### config.mk
export PLATFORM = sky130hd
export DESIGN_NAME = carrier_timer
export DESIGN_NICKNAME = d
export VERILOG_FILES = /design/src/rtl/carrier_timer_pkg.sv /design/src/rtl/carrier_timer_regs.sv /design/src/rtl/carrier_timer_core.sv /design/src/rtl/carrier_timer_outmod.sv /design/src/rtl/carrier_timer.sv
export SDC_FILE = /design/constraint.sdc
export NUM_CORES = 1
export LEC_CHECK = 0
export ABC_AREA = 1
export BUFFER_PORTS_ARGS = -buffer_cell sky130_fd_sc_hd__buf_2
export CORE_UTILIZATION = 48
export DETAILED_ROUTE_END_ITERATION = 8
export GPL_TIMING_DRIVEN = 1
export PLACE_DENSITY = 0.72
export SLEW_MARGIN = 20
export SYNTH_ARGS = -nofsm -noshare
export SYNTH_HDL_FRONTEND = slang
export SYNTH_HIERARCHICAL = 1
export SYNTH_SLANG_ARGS = --single-unit
### constraint.sdc
create_clock -name clk -period 1.4 [get_ports clk]
set_input_delay 0.28 -clock clk [delete_from_list [all_inputs] [get_ports clk]]
set_output_delay 0.28 -clock clk [all_outputs]
set_load 0.02 [all_outputs]
### src/rtl/carrier_timer_pkg.sv
package carrier_timer_pkg;

    typedef enum logic [1:0] {
        ADDR_RELOAD = 2'd0,
        ADDR_CTRL   = 2'd1,
        ADDR_MODSEL = 2'd2,
        ADDR_SPARE  = 2'd3
    } reg_addr_e;

    typedef struct packed {
        logic tick;
        logic carrier;
    } timer_evt_t;

    // Pins with an even index call for the carrier on data 1, odd on data 0.
    function automatic logic carrier_wanted(input logic data_bit, input logic odd_pin);
        return data_bit ^ odd_pin;
    endfunction

endpackage

### src/rtl/carrier_timer_regs.sv
module carrier_timer_regs
    import carrier_timer_pkg::*;
#(
    parameter int DATA_W = 8
) (
    input  logic              clk,
    input  logic              rst,
    input  logic              wr_en,
    input  logic [1:0]        wr_addr,
    input  logic [DATA_W-1:0] wr_data,
    output logic [DATA_W-1:0] reload,
    output logic              enable,
    output logic [DATA_W-1:0] modsel
);
    localparam logic [DATA_W-1:0] ONE = DATA_W'(1);

    reg_addr_e sel;
    assign sel = reg_addr_e'(wr_addr);

    always_ff @(posedge clk) begin
        if (rst) begin
            reload <= '1;
            enable <= 1'b0;
            modsel <= '0;
        end else if (wr_en) begin
            case (sel)
                ADDR_RELOAD: reload <= (wr_data == '0) ? ONE : wr_data;
                ADDR_CTRL:   enable <= wr_data[0];
                ADDR_MODSEL: modsel <= wr_data;
                default:     ;
            endcase
        end
    end

    assert_reload_nonzero_R4: assert property (@(posedge clk) disable iff (rst)
        reload != '0);
endmodule

### src/rtl/carrier_timer_core.sv
module carrier_timer_core
    import carrier_timer_pkg::*;
#(
    parameter int CNT_W = 8
) (
    input  logic             clk,
    input  logic             rst,
    input  logic             enable,
    input  logic [CNT_W-1:0] reload,
    output timer_evt_t       evt
);
    localparam logic [CNT_W-1:0] ONE = CNT_W'(1);

    logic [CNT_W-1:0] cnt;

    always_ff @(posedge clk) begin
        if (rst) begin
            cnt         <= '1;
            evt.carrier <= 1'b0;
            evt.tick    <= 1'b0;
        end else if (!enable) begin
            cnt         <= reload;
            evt.carrier <= 1'b0;
            evt.tick    <= 1'b0;
        end else if (cnt <= ONE) begin
            cnt         <= reload;
            evt.carrier <= ~evt.carrier;
            evt.tick    <= 1'b1;
        end else begin
            cnt         <= cnt - ONE;
            evt.tick    <= 1'b0;
        end
    end

    assert_count_nonzero_R4: assert property (@(posedge clk) disable iff (rst)
        cnt != '0);
    assert_idle_carrier_low_R9: assert property (@(posedge clk) disable iff (rst)
        !enable |=> !evt.carrier && !evt.tick);
    assert_tick_flips_carrier_R3: assert property (@(posedge clk) disable iff (rst)
        evt.tick |-> (evt.carrier != $past(evt.carrier)) && $past(enable));
    assert_idle_holds_reload_R9: assert property (@(posedge clk) disable iff (rst)
        (!enable && $stable(reload)) |=> cnt == $past(reload));
endmodule

### src/rtl/carrier_timer_outmod.sv
module carrier_timer_outmod
    import carrier_timer_pkg::*;
#(
    parameter int PORT_W = 8
) (
    input  logic [PORT_W-1:0] port_data,
    input  logic [PORT_W-1:0] modsel,
    input  logic              carrier,
    output logic [PORT_W-1:0] pin_out
);
    for (genvar i = 0; i < PORT_W; i++) begin : g_pin
        localparam logic ODD = (i % 2) == 1;
        always_comb begin
            if (modsel[i]) pin_out[i] = carrier & carrier_wanted(port_data[i], ODD);
            else           pin_out[i] = port_data[i];
        end
    end

    always_comb begin
        assert_plain_pins_R5: assert ((pin_out & ~modsel) == (port_data & ~modsel));
    end
endmodule

### src/rtl/carrier_timer.sv
module carrier_timer
    import carrier_timer_pkg::*;
#(
    parameter int DATA_W = 8
) (
    input  logic              clk,
    input  logic              rst,
    input  logic              wr_en,
    input  logic [1:0]        wr_addr,
    input  logic [DATA_W-1:0] wr_data,
    input  logic [DATA_W-1:0] port_data,
    output logic              irq,
    output logic [DATA_W-1:0] pin_out
);
    localparam int CNT_W  = DATA_W;
    localparam int PORT_W = DATA_W;

    logic [CNT_W-1:0]  reload;
    logic              enable;
    logic [PORT_W-1:0] modsel;
    timer_evt_t        evt;

    carrier_timer_regs #(.DATA_W(DATA_W)) u_regs (
        .clk(clk), .rst(rst), .wr_en(wr_en), .wr_addr(wr_addr), .wr_data(wr_data),
        .reload(reload), .enable(enable), .modsel(modsel)
    );

    carrier_timer_core #(.CNT_W(CNT_W)) u_core (
        .clk(clk), .rst(rst), .enable(enable), .reload(reload), .evt(evt)
    );

    carrier_timer_outmod #(.PORT_W(PORT_W)) u_outmod (
        .port_data(port_data), .modsel(modsel), .carrier(evt.carrier), .pin_out(pin_out)
    );

    assign irq = evt.tick & ~(|modsel);

    assert_irq_masked_R8: assert property (@(posedge clk) disable iff (rst)
        (|modsel) |-> !irq);
    assert_gated_low_R6: assert property (@(posedge clk) disable iff (rst)
        !evt.carrier |-> ((pin_out & modsel) == '0));
    assert_irq_needs_enable_R2: assert property (@(posedge clk) disable iff (rst)
        irq |-> $past(enable));
endmodule

* Word level (Yosys, flattened, before mapping)
Index checks and enable logic that the tools add are counted.
** Cells by class
- Muxes and demuxes :: 12
- Reductions and logical operators :: 7
- Add/subtract/negate cells :: 1
- Equal/unequal tests :: 2
- $lt $le $gt $ge :: 1
- Bitwise operators :: 16
** Operators by type and width (count)
- two-way mux 8 bit :: 3
- bitwise AND 1 bit :: 9
- two-way mux 1 bit :: 9
- <= comparator 8 x 1 -> 1 bit (second input constant) :: 1
- logical NOT 8 bit :: 1
- OR reduction 8 bit :: 1
- subtractor 8 x 1 -> 8 bit (second input constant) :: 1
- inverter 1 bit :: 7
- AND reduction 2 bit :: 3
- == test 2 x 1 -> 1 bit (second input constant) :: 1
- == test 2 bit (second input constant) :: 1
- logical NOT 2 bit :: 1
- OR reduction 2 bit :: 1
** Word-level totals
- Register bits after elaboration :: 27
- Logic and storage cells :: 45

* Longest topological paths before layout
Gate-level depths: netlist of run 1.
- Depth in word-level cells :: 3
- Gate-level depth with buffers :: 9
- Mapped depth without buffers :: 9

* Hierarchy
Netlist of run 1, hierarchy kept.
** Modules (own cells, without submodules)
- carrier_timer_regs :: instances 1, area each 653.1 µm², cells each 84
- carrier_timer_core :: instances 1, area each 578.1 µm², cells each 84
- carrier_timer_outmod :: instances 1, area each 117.6 µm², cells each 25
- carrier_timer :: instances 1, area each 31.3 µm², cells each 7

* Worst setup path after synthesis of run 1
OpenSTA, ideal clock, no wires.
- Kind :: flip-flop to flip-flop
- From :: register u_core.cnt[0]
- To :: register u_core.cnt[7]
- Path slack :: 0.094 ns
- Data arrival time :: 1.190 ns
- Cell stages (with the launch flop) :: 9
- Period minus slack after synthesis :: 1.306 ns
- Buffers on the path :: 0
- Cell sequence :: dfxtp_1 -> inv_1 -> ha_1 -> nor2_2 -> nor2_4 -> nand2_4 -> nand2_8 -> a21oi_1 -> nand2_1
** On the way
- Cells in the longest elaborated chain, start to end :: 3
- Elaborated cells on any way between the ends :: 4
- Classes of those cells :: add/sub: 1; order compare: 1; mux: 2
** Ends and longest elaborated chain
- start, declared :: RTL line carrier_timer_core.sv:14 : logic [CNT_W-1:0] cnt;
- start signal, assigned :: RTL line carrier_timer_core.sv:22 : cnt <= reload;
- start signal, assigned :: RTL line carrier_timer_core.sv:26 : cnt <= reload;
- start signal, assigned :: RTL line carrier_timer_core.sv:30 : cnt <= cnt - ONE;
- subtractor 8 x 1 -> 8 bit / <= comparator 8 x 1 -> 1 bit (equally long branches) :: RTL line carrier_timer_core.sv:30, carrier_timer_core.sv:25
- two-way mux 8 bit * :: RTL line carrier_timer_core.sv:25 : end else if (cnt <= ONE) begin
- two-way mux 8 bit * :: RTL line carrier_timer_core.sv:21 : end else if (!enable) begin
Every way passes the cells marked *; elsewhere a longest branch is shown, timed or not.
A chain may end at the register's enable or synchronous reset.

* Worst setup path in the final report of run 1
- From :: register u_regs.modsel[1]
- To :: output irq
** On the way
- Cells in the longest elaborated chain, start to end :: 3
** Ends and longest elaborated chain
- start, declared :: RTL line carrier_timer_regs.sv:13 : output logic [DATA_W-1:0] modsel
- start signal, assigned :: RTL line carrier_timer_regs.sv:29 : ADDR_MODSEL: modsel <= wr_data;
- OR reduction 8 bit :: RTL line carrier_timer.sv:36 : assign irq = evt.tick & ~(|modsel);
- inverter 1 bit :: RTL line carrier_timer.sv:36
- bitwise AND 1 bit :: RTL line carrier_timer.sv:36
- end, declared :: RTL line carrier_timer.sv:12 : output logic irq,
Every way passes these cells.

==> metrics.txt, run 1 <==
# TYPE chip_impl_metric gauge
chip_impl_info{name="timing.critical_path.from_type",value="register"} 1
chip_impl_info{name="hold_class",value="in2reg"} 1
chip_impl_metric{name="drv.max_cap_violation_count",unit=""} 0
chip_impl_metric{name="worst-endpoint-required",unit="ns"} 1.12
chip_impl_metric{name="synth_cell_area",unit="sq mm"} 0.00138
chip_impl_metric{name="top_level_ports",unit=""} 30
chip_impl_info{name="layout.cells.most_common",value="sky130_fd_sc_hd__nand2_1"} 1
chip_impl_info{name="regToRegEndpoint",value="u_core/cnt[7]$_SDFF_PP1_"} 1
chip_impl_metric{name="first_global_vias",unit=""} 1083
chip_impl_metric{name="synth-seq-cells",unit=""} 27
chip_impl_metric{name="port_buffer_count",unit=""} 29
chip_impl_info{name="clock-root-buffer",value="sky130_fd_sc_hd__clkbuf_4"} 1
chip_impl_info{name="outcome",value="finished, final reports clean"} 1
chip_impl_metric{name="timing.final.setup_violations",unit=""} 0
chip_impl_metric{name="grt_max_degree",unit=""} 17
chip_impl_metric{name="final_min_period_over_clock_period",unit="%"} 96.5
chip_impl_metric{name="worst_skew_pair.late_latency",unit="ns"} 0.31
chip_impl_metric{name="timing.critical_path.fanout_max",unit=""} 4
chip_impl_metric{name="detail_route.first_pass.iterations",unit=""} 4
chip_impl_metric{name="post_layout_nonfiller_instances",unit=""} 266
chip_impl_info{name="final_cell_mix",value="sky130_fd_sc_hd__nand2_1, sky130_fd_sc_hd__nor2_1, sky130_fd_sc_hd__buf_2"} 1
chip_impl_metric{name="clk_pin_slew_worst_paths",unit="ns"} 0.14
chip_impl_metric{name="place.gp.congestion",unit=""} 0.739
chip_impl_metric{name="power.clock.fraction",unit="%"} 22.7
chip_impl_metric{name="period_minus_slack",unit="ns"} 1.35
chip_impl_metric{name="postRouteWirelength",unit="mm"} 2.67
chip_impl_metric{name="timing.reg2reg.setup_slack",unit="ns"} 0.10
chip_impl_metric{name="fill_cells",unit=""} 292
chip_impl_metric{name="fin_area",unit="sq mm"} 0.00162
chip_impl_metric{name="timing.hold.ws",unit="ns"} 0.190
chip_impl_metric{name="post_cts_hold_buffer_count",unit=""} 0
chip_impl_info{name="timing.critical_path.to",value="irq"} 1
chip_impl_metric{name="power_frac_comb",unit="%"} 17.0
chip_impl_metric{name="route.detailed.vias_per_inst",unit=""} 4.78
chip_impl_metric{name="worst_ep_arrival_time",unit="ns"} 1.07
chip_impl_metric{name="cellLeakagePower",unit="nW"} 0.827
chip_impl_info{name="crit_end_category",value="output port"} 1
chip_impl_metric{name="clockBufferDepth",unit=""} 2
chip_impl_metric{name="design.core.area",unit="sq mm"} 0.00273
chip_impl_metric{name="hold_violations",unit=""} 0
chip_impl_metric{name="rr_worst_depth",unit=""} 8
chip_impl_metric{name="yosysWarningCount",unit=""} 6
chip_impl_metric{name="num_antenna_cells",unit=""} 0
chip_impl_metric{name="vdd_ir_drop_max",unit="mV"} 0.648
chip_impl_metric{name="intPower",unit="mW"} 1.01
chip_impl_metric{name="power-per-cell-area",unit="mW/mm^2"} 856
chip_impl_metric{name="layout.nets",unit=""} 259
chip_impl_metric{name="antenna_found_initial",unit=""} 0
chip_impl_metric{name="dp_cells",unit=""} 261
chip_impl_metric{name="layout.core_utilization",unit="%"} 59.3
chip_impl_metric{name="wl_per_instance",unit="microns"} 10.0
chip_impl_metric{name="grt_overflow_total",unit=""} 0
chip_impl_metric{name="total_power",unit="mW"} 1.39
chip_impl_metric{name="die_ar",unit="sq mm"} 0.00309
chip_impl_metric{name="detailroute.via_count",unit=""} 1271
chip_impl_metric{name="synth_cells",unit=""} 200
chip_impl_metric{name="area_delta_synth_final",unit="%"} 17.5
chip_impl_info{name="cts_tree",value="yes"} 1
chip_impl_metric{name="layout-drive-gt1-share",unit="%"} 23.0
chip_impl_metric{name="layout_skew",unit="ns"} 0.0109
chip_impl_metric{name="maxSlewHeadroom",unit="%"} 73.8
chip_impl_info{name="critPathKind",value="reg2out"} 1
chip_impl_metric{name="avgSynthCellArea",unit="sq um"} 6.90
chip_impl_metric{name="pre_cts_ws",unit="ns"} 0.0996
chip_impl_metric{name="grt_first_pass_wirelength",unit="mm"} 4.55
chip_impl_metric{name="timing.setup.tns",unit="ns"} 0
chip_impl_metric{name="detailedPlacementHpwl",unit="mm"} 2.15
chip_impl_metric{name="clock_sinks",unit=""} 27
chip_impl_metric{name="die_height",unit="microns"} 55.6
chip_impl_metric{name="setup_ws",unit="ns"} 0.0485
chip_impl_metric{name="synthesis.nets",unit=""} 223
chip_impl_metric{name="dpl_cell_area",unit="sq mm"} 0.00157
chip_impl_metric{name="rows",unit=""} 19
chip_impl_metric{name="die_width",unit="microns"} 55.6
chip_impl_metric{name="count_of_nets_left_with_antenna_violations_after_detail_routing",unit=""} 0
chip_impl_metric{name="h-tree-depth",unit=""} 1
chip_impl_metric{name="timing.fmax",unit="MHz"} 740
chip_impl_metric{name="power.share.switching",unit="%"} 27.4
chip_impl_metric{name="worst_pin_slew",unit="ns"} 0.393
chip_impl_metric{name="power.switching",unit="uW"} 380
chip_impl_metric{name="drc",unit=""} 0
chip_impl_metric{name="finalMaxSlewViolations",unit=""} 0
chip_impl_info{name="reg2reg_from",value="u_core/cnt[0]$_SDFF_PP1_"} 1
chip_impl_metric{name="sequential_group_share_of_total_power",unit="%"} 60.3
chip_impl_info{name="crit_start",value="u_regs/modsel[1]$_SDFFE_PP0P_"} 1
chip_impl_metric{name="ys_seq_area_share",unit="%"} 39.2
chip_impl_metric{name="detailed_router_s_first_iteration_violation_count",unit=""} 43
chip_impl_metric{name="global_route.usage.total",unit="%"} 17.9
chip_impl_metric{name="numCtsBuffers",unit=""} 3
chip_impl_metric{name="synth.distinct_cells",unit=""} 23
chip_impl_metric{name="initial_core_util",unit="%"} 50.5
chip_impl_info{name="grt_setup_unrepaired",value="true"} 1
[worst min-delay path by stage]
stage / startpoint / endpoint / depth (start not counted)
3_5_place_dp: u_regs/reload[7]$_SDFFE_PP1P_ / u_core/cnt[7]$_SDFF_PP1_ / 2
5_1_grt: wr_data[3] / u_regs/reload[3]$_SDFFE_PP1P_ / 3
6_report: wr_data[3] / u_regs/reload[3]$_SDFFE_PP1P_ / 3
4_1_cts: rst / u_core/cnt[7]$_SDFF_PP1_ / 3
2_1_floorplan: rst / u_core/cnt[7]$_SDFF_PP1_ / 2
3_3_place_gp: u_regs/reload[7]$_SDFFE_PP1P_ / u_core/cnt[7]$_SDFF_PP1_ / 2
[what timing repair did]
action / 4_1_cts / 5_1_grt
buffers inserted: 0 / 1
pin swaps: 0 / 1
setup endpoints to repair: 8 / 7
gates resized for setup: 1 / 6
[sequential cells by signal (all words and copies together) (netlist names)]
register and cells:
u_core/cnt 8, u_regs/enable 1, u_core/evt 2, u_regs/reload 8, u_regs/modsel 8
[cell families (layout without fill, tap and decap cells)]
kind of cell             after synthesis  in the layout  share of synthesized area [%]
adder cells (fa/ha/maj)                2              2                           1.81
buffers and inverters                 31             66                           9.25
AND/OR/NAND/NOR                      117            117                           39.4
flip-flops                            27             27                           39.2
XOR/XNOR                               3              3                           1.90
AO/OA/AOI/OAI                         20             20                           8.43
[critical path: stages, from the launching register on]
cell and delay [ns]:
sky130_fd_sc_hd__dfxtp_2 0.36, sky130_fd_sc_hd__nor2_1 0.10, sky130_fd_sc_hd__nand3_1 0.08, sky130_fd_sc_hd__nor2_1 0.09, sky130_fd_sc_hd__buf_4 0.14
[cell type report]
class | instances | area [sq um] | area share, %
multi-input cells | 142 | 712 | 43.9
flip-flops and latches | 27 | 548 | 33.8
repair buffers | 32 | 173 | 10.6
well taps | 31 | 38.8 | 2.39
clock buffers | 3 | 22.5 | 1.39
inverters | 30 | 123 | 7.56
clock inverters | 1 | 5.00 | 0.309
[synthesized netlist by cell type]
master / count / share of area (%)
sky130_fd_sc_hd__nor2_4: 2 / 1.6
sky130_fd_sc_hd__dfxtp_1: 27 / 39
sky130_fd_sc_hd__xor2_1: 3 / 1.9
sky130_fd_sc_hd__o211ai_1: 1 / 0.54
sky130_fd_sc_hd__clkinv_4: 1 / 0.63
sky130_fd_sc_hd__buf_2: 1 / 0.36
sky130_fd_sc_hd__o21ai_0: 11 / 4.0
sky130_fd_sc_hd__nand3_4: 2 / 2.5
sky130_fd_sc_hd__nand3_1: 22 / 8.0
sky130_fd_sc_hd__inv_2: 4 / 1.1
sky130_fd_sc_hd__nor2_1: 30 / 8.2
sky130_fd_sc_hd__nand2_4: 1 / 0.82
sky130_fd_sc_hd__a21boi_2: 1 / 0.82
sky130_fd_sc_hd__inv_6: 1 / 0.63
sky130_fd_sc_hd__a21oi_1: 4 / 1.5
sky130_fd_sc_hd__a21boi_1: 3 / 1.6
sky130_fd_sc_hd__nand2_1: 55 / 15
sky130_fd_sc_hd__inv_1: 24 / 6.5
sky130_fd_sc_hd__nand2_8: 1 / 1.5
sky130_fd_sc_hd__nand3b_1: 1 / 0.54
sky130_fd_sc_hd__ha_1: 2 / 1.8
sky130_fd_sc_hd__nand4_1: 2 / 0.91
sky130_fd_sc_hd__nor2_2: 1 / 0.45
[layer usage]
metal | part of all wire (%) | GRT usage (%) | routed length, microns
met5 | 0 | 0 | 0
met4 | 0.60 | 5.36 | 16
met3 | 2.9 | 1.86 | 78
met2 | 44 | 27.5 | 1190
met1 | 52 | 26.6 | 1390
[power by group through the flow]
| stage | clock, mW | combinational, mW | sequential [mW] |
|---|---|---|---|
| 4_1_cts | 0.333 | 0.234 | 0.839 |
| 3_5_place_dp | 0 | 0.233 | 0.856 |
| 6_report | 0.315 | 0.235 | 0.838 |
| 5_1_grt | 0.369 | 0.267 | 0.843 |
| 3_3_place_gp | 0 | 0.230 | 0.856 |
| 2_1_floorplan | 0 | 0.156 | 0.847 |
No activity file was read; power rests on OpenSTA's default activity.
==> run 2: changes to the inputs <==
Settings changed: CELL_PAD_IN_SITES_DETAIL_PLACEMENT set to 1, CELL_PAD_IN_SITES_GLOBAL_PLACEMENT set to 1, CORE_UTILIZATION 48 to 34.
Clock period 1.4 ns to 1.2 ns, I/O delays scaled along.
==> run 2 against run 1 <==
  * The run now ends with setup timing left
  * Largest cell class unchanged
  * Utilization is 8.3 points lower
  * Sequential cell count did not move
  * Clock power is 60% higher
  * Via count rose by 5.7%
  * Cell count up 9.8%
  * First-iteration DRC count down 42%
  * Cell area up 19%
  * Highest routed layer unchanged
  * Clock skew fell by 0.010 ns
  * Combinational power grew 49%
  * Sequential share of layout area shrank 4.3 points
==> metrics.txt, run 2 (synthesis results as in run 1) <==
# TYPE chip_impl_metric gauge
chip_impl_metric{name="timing.setup.tns",unit="ns"} -0.318
chip_impl_metric{name="dpl_cell_area",unit="sq mm"} 0.00165
chip_impl_metric{name="timing.fmax",unit="MHz"} 757
chip_impl_metric{name="h-tree-depth",unit=""} 1
chip_impl_metric{name="clockBufferDepth",unit=""} 2
chip_impl_metric{name="clk_pin_slew_worst_paths",unit="ns"} 0.09
chip_impl_metric{name="ff_latch_area",unit="sq um"} 567
chip_impl_metric{name="count_of_nets_left_with_antenna_violations_after_detail_routing",unit=""} 0
chip_impl_metric{name="detailedPlacementHpwl",unit="mm"} 2.66
chip_impl_metric{name="worst-endpoint-required",unit="ns"} 0.96
chip_impl_info{name="critPathKind",value="reg2out"} 1
chip_impl_metric{name="drv.max_cap_violation_count",unit=""} 0
chip_impl_metric{name="hold_violations",unit=""} 0
chip_impl_metric{name="layout.nets",unit=""} 268
chip_impl_metric{name="fin_area",unit="sq mm"} 0.00192
chip_impl_metric{name="num_antenna_cells",unit=""} 0
chip_impl_metric{name="finalMaxSlewViolations",unit=""} 0
chip_impl_metric{name="wl_per_instance",unit="microns"} 11.9
chip_impl_metric{name="postRouteWirelength",unit="mm"} 3.47
chip_impl_metric{name="final_min_period_over_clock_period",unit="%"} 110
chip_impl_info{name="crit_end_category",value="output port"} 1
chip_impl_info{name="clock-root-buffer",value="sky130_fd_sc_hd__clkbuf_8"} 1
chip_impl_metric{name="initial_core_util",unit="%"} 36.6
chip_impl_info{name="cts_tree",value="yes"} 1
chip_impl_metric{name="place.gp.congestion",unit=""} 0.735
chip_impl_metric{name="grt_first_pass_wirelength",unit="mm"} 6.06
chip_impl_info{name="timing.critical_path.from_type",value="register"} 1
chip_impl_metric{name="first_global_vias",unit=""} 1400
chip_impl_metric{name="grt_util_met1",unit="%"} 23.3
chip_impl_info{name="critical_path.top_delay_family",value="flip-flops"} 1
chip_impl_metric{name="fill_cells",unit=""} 496
chip_impl_metric{name="maxSlewHeadroom",unit="%"} 73.8
chip_impl_metric{name="setup_ws",unit="ns"} -0.121
chip_impl_metric{name="design.core.area",unit="sq mm"} 0.00377
chip_impl_info{name="reg_top3",value="u_core/cnt (8), u_regs/modsel (8), u_regs/reload (8)"} 1
chip_impl_metric{name="top_level_ports",unit=""} 30
chip_impl_metric{name="detailroute.via_count",unit=""} 1344
chip_impl_metric{name="rr_worst_depth",unit=""} 8
chip_impl_metric{name="worst_pin_slew",unit="ns"} 0.392
chip_impl_info{name="critical-path-slowest-cell",value="sky130_fd_sc_hd__dfxtp_4"} 1
chip_impl_info{name="final_cell_mix",value="sky130_fd_sc_hd__nand2_1, sky130_fd_sc_hd__nor2_1, sky130_fd_sc_hd__inv_1, sky130_fd_sc_hd__buf_2, sky130_fd_sc_hd__nand3_1"} 1
chip_impl_info{name="grt_setup_unrepaired",value="true"} 1
chip_impl_metric{name="whs_path_depth",unit=""} 3
chip_impl_info{name="busiest_layer",value="met2"} 1
chip_impl_metric{name="clock_sinks",unit=""} 27
chip_impl_metric{name="rows",unit=""} 22
chip_impl_metric{name="global_route.usage.total",unit="%"} 17.8
chip_impl_metric{name="multi_input_comb_area",unit="sq um"} 845
chip_impl_metric{name="met3_routing_resource_usage_after_global_routing",unit="%"} 1.56
chip_impl_metric{name="numCtsBuffers",unit=""} 3
chip_impl_metric{name="port_buffer_count",unit=""} 29
chip_impl_metric{name="detailed_router_s_first_iteration_violation_count",unit=""} 25
chip_impl_metric{name="slowest_delay",unit="ns"} 0.37
chip_impl_metric{name="timing.hold.ws",unit="ns"} 0.201
chip_impl_metric{name="globalRouteMet2Util",unit="%"} 30.9
chip_impl_metric{name="cellLeakagePower",unit="nW"} 0.902
chip_impl_info{name="hold_class",value="in2reg"} 1
chip_impl_metric{name="timing.final.setup_violations",unit=""} 10
chip_impl_metric{name="critical_path_cell_count",unit=""} 4
chip_impl_metric{name="grt_max_degree",unit=""} 16
chip_impl_metric{name="layout-drive-gt1-share",unit="%"} 40.6
chip_impl_info{name="failed_checks",value="setup timing"} 1
chip_impl_metric{name="detail_route.first_pass.iterations",unit=""} 4
chip_impl_metric{name="grt_overflow_total",unit=""} 0
chip_impl_metric{name="layout.core_utilization",unit="%"} 51.0
chip_impl_info{name="crit_path_cell_trace",value="nor2_4 -> nand3_2 -> nor2_2 -> buf_6"} 1
chip_impl_metric{name="worst_skew_pair.late_latency",unit="ns"} 0.27
chip_impl_metric{name="route.detailed.vias_per_inst",unit=""} 4.60
chip_impl_metric{name="power-per-cell-area",unit="mW/mm^2"} 957
chip_impl_metric{name="area_delta_synth_final",unit="%"} 39.3
chip_impl_metric{name="die_ar",unit="sq mm"} 0.00432
chip_impl_metric{name="die_height",unit="microns"} 65.7
chip_impl_metric{name="layout_skew",unit="ns"} 0.000600
chip_impl_metric{name="timing.critical_path.buf_inv",unit=""} 1
chip_impl_metric{name="period_minus_slack",unit="ns"} 1.32
chip_impl_metric{name="vdd_ir_drop_max",unit="mV"} 0.438
chip_impl_metric{name="timing.critical_path.fanout_max",unit=""} 4
chip_impl_metric{name="antenna_found_initial",unit=""} 0
chip_impl_info{name="layout.cells.most_common",value="sky130_fd_sc_hd__nand2_1"} 1
chip_impl_info{name="outcome",value="complete, but fails checks"} 1
chip_impl_metric{name="drc",unit=""} 0
chip_impl_metric{name="worst_ep_arrival_time",unit="ns"} 1.08
chip_impl_metric{name="die_width",unit="microns"} 65.7
run 2: final cells by class:
cell class              instances  share of cell area (%)
clock buffers                   4                    2.34
repair buffers                 40                    14.4
well taps                      48                    3.12
flip-flops and latches         27                    29.5
multi-input cells             143                    43.9
inverters                      30                    6.77
run 2: path summary, 6_finish.rpt:
path	startpoint	endpoint	slack, ns
setup / recovery	u_regs/modsel[1]$_SDFFE_PP0P_	irq	-0.12
hold / removal	rst	u_core/cnt[7]$_SDFF_PP1_	0.20
setup reg to reg	u_core/cnt[1]$_SDFF_PP1_	u_core/cnt[7]$_SDFF_PP1_	-0.02
hold reg to reg	u_regs/reload[0]$_SDFFE_PP1P_	u_core/cnt[0]$_SDFF_PP1_	0.48
run 2: tightest hold or removal path, delay by kind of cell:
family / cells / cell delay, ns
buffers and inverters: 1 / 0.12
and+or+nand+nor: 1 / 0.05
AOI/OAI and AO/OA: 1 / 0.04
run 2: metrics by stage:
step                      power, mW  worst slack, ns  cells
after CTS                      1.84          -0.0984    291
after floorplan                1.18           0.0216    200
after global placement         1.29          -0.0190    283
final                          1.84           -0.121    292
after detailed placement       1.29          -0.0457    283
after global routing           1.94           -0.172    292
run 2: per-layer routing:
metal	vias to the layer above	share of wire (%)	wire, microns
met4	0	0.37	13
met3	2	1.6	55
met1	613	48	1660
li1	717	-	-
met5	-	0	0
met2	12	50	1740
run 2: power by group:
| group | switching [mW] | internal, mW | total, mW |
|---|---|---|---|
| Clock | 0.268 | 0.238 | 0.505 |
| Combinational | 0.194 | 0.156 | 0.350 |
| Sequential | 0.0485 | 0.935 | 0.984 |
run 2: timing repair:
| action | 4_1_cts | 5_1_grt |
|---|---|---|
| endpoints found under the setup margin | 18 | 18 |
| gates resized for setup | 36 | 33 |
| buffers inserted | 3 | 1 |
| pin swaps | 4 | 15 |
| hold buffers | 0 | 0 |
| endpoints found under the hold margin | 0 | 0 |
| gates cloned | 1 | 0 |
